$ cat src/rtl/spi_master_pkg.sv
package spi_master_pkg;
  localparam int unsigned F_POL   = 5;
  localparam int unsigned F_EDGE  = 4;
  localparam int unsigned F_ORDER = 3;
  localparam int unsigned F_EN    = 2;
  localparam int unsigned F_WCOL  = 1;
  localparam int unsigned F_DONE  = 0;

  localparam logic ADDR_CTRL = 1'b0;
  localparam logic ADDR_DATA = 1'b1;

  typedef struct packed {
    logic pol;
    logic lead_capture;
    logic msb_first;
    logic pin_en;
  } spi_mode_t;
endpackage

$ cat src/rtl/spi_sclk_gen.sv
module spi_sclk_gen #(
  parameter int unsigned DIV   = 1,
  parameter int unsigned EDGES = 16
) (
  input  logic                     clk,
  input  logic                     rst_n,
  input  logic                     start_i,
  input  logic                     idle_lvl_i,
  output logic                     busy_o,
  output logic                     sclk_o,
  output logic                     tick_o,
  output logic [$clog2(EDGES)-1:0] edge_idx_o,
  output logic                     last_o
);
  localparam int unsigned DW = (DIV > 0) ? $clog2(DIV + 1) : 1;
  localparam int unsigned EW = $clog2(EDGES);

  logic [DW-1:0] div_cnt;
  logic [EW-1:0] edge_cnt;
  logic          toggled;
  logic          running;

  assign tick_o     = running && (div_cnt == DW'(DIV));
  assign last_o     = (edge_cnt == EW'(EDGES - 1));
  assign edge_idx_o = edge_cnt;
  assign busy_o     = running;
  assign sclk_o     = idle_lvl_i ^ toggled;

  always_ff @(posedge clk or negedge rst_n) begin
    if (!rst_n) begin
      running  <= 1'b0;
      div_cnt  <= '0;
      edge_cnt <= '0;
      toggled  <= 1'b0;
    end else if (start_i) begin
      running  <= 1'b1;
      div_cnt  <= '0;
      edge_cnt <= '0;
      toggled  <= 1'b0;
    end else if (running) begin
      if (tick_o) begin
        div_cnt  <= '0;
        toggled  <= ~toggled;
        edge_cnt <= edge_cnt + 1'b1;
        if (last_o) running <= 1'b0;
      end else begin
        div_cnt <= div_cnt + 1'b1;
      end
    end
  end
endmodule

$ cat src/rtl/spi_shift_unit.sv
module spi_shift_unit #(
  parameter int unsigned W = 8
) (
  input  logic         clk,
  input  logic         rst_n,
  input  logic         load_i,
  input  logic [W-1:0] load_data_i,
  input  logic         msb_first_i,
  input  logic         lead_capture_i,
  input  logic         tick_i,
  input  logic         lead_i,
  input  logic         first_i,
  input  logic         last_i,
  input  logic         miso_i,
  output logic         mosi_o,
  output logic [W-1:0] rx_next_o
);
  logic [W-1:0] tx_q;
  logic [W-1:0] rx_q;
  logic         capture;
  logic         shift;

  assign capture = tick_i && (lead_capture_i ? lead_i : !lead_i);
  assign shift   = tick_i && (lead_capture_i ? (!lead_i && !last_i)
                                             : (lead_i && !first_i));

  always_comb begin
    rx_next_o = rx_q;
    if (capture) begin
      if (msb_first_i) rx_next_o = {rx_q[W-2:0], miso_i};
      else             rx_next_o = {miso_i, rx_q[W-1:1]};
    end
  end

  assign mosi_o = msb_first_i ? tx_q[W-1] : tx_q[0];

  always_ff @(posedge clk or negedge rst_n) begin
    if (!rst_n) begin
      tx_q <= '0;
      rx_q <= '0;
    end else begin
      rx_q <= rx_next_o;
      if (load_i) begin
        tx_q <= load_data_i;
      end else if (shift) begin
        if (msb_first_i) tx_q <= {tx_q[W-2:0], 1'b0};
        else             tx_q <= {1'b0, tx_q[W-1:1]};
      end
    end
  end
endmodule

$ cat src/rtl/spi_byte_master.sv
module spi_byte_master
  import spi_master_pkg::*;
#(
  parameter int unsigned DIV    = 1,
  parameter int unsigned DATA_W = 8
) (
  input  logic              clk,
  input  logic              rst_n,
  input  logic              bus_wr,
  input  logic              bus_addr,
  input  logic [DATA_W-1:0] bus_wdata,
  output logic [DATA_W-1:0] bus_rdata,
  output logic              sclk_o,
  output logic              sclk_oe,
  output logic              mosi_o,
  output logic              mosi_oe,
  input  logic              miso_i,
  output logic              busy_o,
  output logic              irq_o
);
  localparam int unsigned EDGES = 2 * DATA_W;
  localparam int unsigned EW    = $clog2(EDGES);

  spi_mode_t         mode;
  logic              wcol_q;
  logic              done_q;
  logic [DATA_W-1:0] rx_buf;

  logic              busy;
  logic              tick;
  logic              last;
  logic [EW-1:0]     edge_idx;
  logic [DATA_W-1:0] rx_next;
  logic              ctrl_wr, data_wr, start, collide, finish;
  logic              unused_hi;

  assign unused_hi = ^bus_wdata[DATA_W-1:6];

  assign ctrl_wr = bus_wr && (bus_addr == ADDR_CTRL);
  assign data_wr = bus_wr && (bus_addr == ADDR_DATA);
  assign start   = data_wr && !busy;
  assign collide = data_wr && busy;
  assign finish  = tick && last;

  spi_sclk_gen #(.DIV(DIV), .EDGES(EDGES)) u_clk (
    .clk        (clk),
    .rst_n      (rst_n),
    .start_i    (start),
    .idle_lvl_i (~mode.pol),
    .busy_o     (busy),
    .sclk_o     (sclk_o),
    .tick_o     (tick),
    .edge_idx_o (edge_idx),
    .last_o     (last)
  );

  spi_shift_unit #(.W(DATA_W)) u_shift (
    .clk            (clk),
    .rst_n          (rst_n),
    .load_i         (start),
    .load_data_i    (bus_wdata),
    .msb_first_i    (mode.msb_first),
    .lead_capture_i (mode.lead_capture),
    .tick_i         (tick),
    .lead_i         (~edge_idx[0]),
    .first_i        (edge_idx == '0),
    .last_i         (last),
    .miso_i         (miso_i),
    .mosi_o         (mosi_o),
    .rx_next_o      (rx_next)
  );

  always_ff @(posedge clk or negedge rst_n) begin
    if (!rst_n) begin
      mode   <= '0;
      wcol_q <= 1'b0;
      done_q <= 1'b0;
      rx_buf <= '0;
    end else begin
      if (ctrl_wr) begin
        mode.pol          <= bus_wdata[F_POL];
        mode.lead_capture <= bus_wdata[F_EDGE];
        mode.msb_first    <= bus_wdata[F_ORDER];
        mode.pin_en       <= bus_wdata[F_EN];
      end
      if (collide)                            wcol_q <= 1'b1;
      else if (ctrl_wr && !bus_wdata[F_WCOL]) wcol_q <= 1'b0;
      if (finish)                             done_q <= 1'b1;
      else if (ctrl_wr && !bus_wdata[F_DONE]) done_q <= 1'b0;
      if (finish) rx_buf <= rx_next;
    end
  end

  always_comb begin
    bus_rdata = '0;
    if (bus_addr == ADDR_DATA) begin
      bus_rdata = rx_buf;
    end else begin
      bus_rdata[F_POL]   = mode.pol;
      bus_rdata[F_EDGE]  = mode.lead_capture;
      bus_rdata[F_ORDER] = mode.msb_first;
      bus_rdata[F_EN]    = mode.pin_en;
      bus_rdata[F_WCOL]  = wcol_q;
      bus_rdata[F_DONE]  = done_q;
    end
  end

  assign sclk_oe = mode.pin_en;
  assign mosi_oe = mode.pin_en;
  assign busy_o  = busy;
  assign irq_o   = done_q;
endmodule

$ cat config.mk
export PLATFORM = sky130hd
export DESIGN_NAME = spi_byte_master
export DESIGN_NICKNAME = d
export VERILOG_FILES = /design/src/rtl/spi_master_pkg.sv /design/src/rtl/spi_sclk_gen.sv /design/src/rtl/spi_shift_unit.sv /design/src/rtl/spi_byte_master.sv
export SDC_FILE = /design/constraint.sdc
export NUM_CORES = 1
export LEC_CHECK = 0
export ABC_AREA = 1
export ABC_CLOCK_PERIOD_IN_PS = 4200
export CAP_MARGIN = 15
export CORE_MARGIN = 1.5
export CORE_UTILIZATION = 59
export DETAILED_ROUTE_END_ITERATION = 10
export PLACE_DENSITY = 0.85
export SLEW_MARGIN = 20
export SYNTH_ARGS = -nofsm -noshare
export SYNTH_HDL_FRONTEND = slang
export SYNTH_HIERARCHICAL = 1
export SYNTH_SLANG_ARGS = --single-unit
export TNS_END_PERCENT = 20
$ cat constraint.sdc
create_clock -name clk -period 4.2 [get_ports clk]
set_clock_uncertainty 0.05 [all_clocks]
set_input_delay 0.84 -clock clk [delete_from_list [all_inputs] [get_ports clk]]
set_output_delay 0.84 -clock clk [all_outputs]
set_load 0.02 [all_outputs]
==> metrics.cfg <==
[cells_and_area]
nets = 323
final_common_cell = nand2_1
final_cell_mix = nand2_1 (132), nand3_1 (40), dfrtp_1 (37)
utilization_pct = 70.7
drive_above_1_share_pct = 7.10
area_delta_synth_final_pct = 14.7
diodes = 0

[die]
num_rows = 21
dieHeight_um = 62.0
start_util_pct = 61.6
die_x_um = 62.0
core_um2 = 3340
num_io_pins = 27
die_area_um2 = 3850

[power]
ir_drop_uv = 405
power_leakage_uw = 0.00129
power_uw = 1600
power_density_nw_per_um2 = 678

[drt]
wirelength_um = 4450
avgViaCountPerCell = 5.16
vias = 1838
drtPass1Iterations = 4
ant_nets = 0
detail_route.drc_violations = 0
wl_per_cell_um = 12.5
first_iter_violations = 128

[cts]
path_clk_slew_ps = 110
post-cts-setup-buffers = 0
cts_tree = done
cts_buffers = 5
clock_sinks = 37
hold_buffers = 0
htreeDepth = 2
root_buffer = clkbuf_4
clock_latency_ps = 360
clk_path_buf_depth = 2
cts_resized = 0

[yosys]
synth.top_cells.by_area = dfrtp_1 (45%), nand2_1 (24%), nand3_1 (9.7%)
postSynthCellCount = 288
ys_seq_area_share_pct = 45.0
ys_ff_latch = 37
yosysTopAreaCellShare_pct = 45.0
synth_enable_flop_cells = 0
ys_types = 21
ys.flop_type = dfrtp_1
syn_nets = 302
yosys.area.top_type = dfrtp_1
yosys_warnings = 6
avgSynthCellArea_um2 = 7.14
netlist_area_um2 = 2060
synthArstFlopShare_pct = 100

[global_routing]
grt_pass1_wl_um = 7110
use_met2_pct = 39.9
grt_overflow = 0
antenna_found_initial = 0
grt_util_met1_pct = 33.6
grt_max_degree = 38
grt.met3_usage_pct = 6.21
grt_pass1_vias = 1609
grt_busiest_layer = met2
grtUsageTotal_pct = 25.8

[timing]
maxSlewViolCount = 0
final.period_utilization_pct = 81.7
fmax_ghz = 0.291
min_period_ps = 3430
final-setup-viol-count = 0
rsz0062_at_grt = no
fin_ws_ps = 767
relSlewSlack_pct = 38.3
finalHoldViolCount = 0
worst-slew-pin-transition_ps = 922
timing.setup.tns_ps = 0

[critical_path]
crit_type = primary input to output pin
r2r_start = u_clk/edge_idx_o[0]
worstReg2RegEnd = u_shift/tx_q[7]
r2r_slack_ps = 2190
critical_path_required_ps = 3310
startpoint_type = primary input
crit_end = bus_rdata[3]
crit_path_max_fanout = 12
critPathLaunch = bus_addr
cp.arrival_ps = 2540
end_kind = output pin
r2r_cells = 10

[placement]
io_buffers = 26
hpwl_um = 3020
place.gp.congestion = 0.824
pre_cts_slack_ps = 766

[job]
maxCapViolCount = 0

[hold_path]
hp-class = register to register

[status]
outcome = finished clean

## sequential cells by signal (all words and copies together), names as in the netlist
register          cells
u_clk/div_cnt         1
u_clk/edge_idx_o      4
u_shift/tx_q          8
u_clk/busy_o          1
irq_o                 1
wcol_q                1
u_shift/rx_q          8
mode                  3
rx_buf                8
mosi_oe               1
u_clk/toggled         1
## per-stage QoR
stage | instance area, µm² | std cells | hold slack (ps)
6_report | 2360 | 356 | 430
5_1_grt | 2360 | 356 | 456
4_1_cts | 2360 | 356 | 436
3_5_place_dp | 2270 | 348 | 409
3_3_place_gp | 2270 | 348 | 408
2_1_floorplan | 2060 | 288 | 391
## logic make-up after synthesis
kind of cell               share of synthesized area (%)
AOI/OAI and AO/OA                                   2.92
xor gates and xnor gates                            2.07
adders and majority gates                          0.608
buffers and inverters                               10.6
DFF                                                 45.0
and+or+nand+nor                                     38.8
## cell usage after synthesis (2+ instances only)
cell type	n
o21ai_0	8
nand2_4	2
inv_1	27
buf_6	2
dfrtp_1	37
buf_4	9
o21ai_1	2
xor2_1	3
nand2_1	132
nand3_1	40
a21oi_1	2
nor2_1	9
inv_2	4
nand2_2	4
## metal layers
metal | share of wire, % | wire length (µm)
met5 | 0 | 0
met4 | 4.0 | 178
met3 | 5.2 | 233
met2 | 46 | 2060
met1 | 44 | 1980
## power breakdown
part,total [µW],internal [µW],switching (µW)
sequential,616,503,113
clock,262,142,120
combinational,722,265,457
total,1600,910,690
## area by class of cell
class	instances	area, µm²
Timing Repair Buffer	26	255
Fill cell	286	977
Multi-Input combinational cell	207	913
Inverter	32	123
Tap cell	46	57.6
Sequential cell	37	926
Clock inverter	1	30.0
Clock buffer	7	55.1
## worst max-delay path: stages
cell and delay, ps:
clkdlybuf4s50_1 640, inv_2 300, nand2_1 70, nand2_1 80, clkdlybuf4s50_1 600
## worst min-delay path by stage
stage	from	end	slack, ps	cells past startpoint
global placement	rx_buf[6]	rx_buf[6]	410	2
floorplan	wcol_q	wcol_q	390	2
global route	rx_buf[0]	rx_buf[0]	460	2
CTS	rx_buf[0]	rx_buf[0]	440	2
finish	rx_buf[0]	rx_buf[0]	430	2
detailed placement	rx_buf[0]	rx_buf[0]	410	2
(Power assumes the default switching activity.)
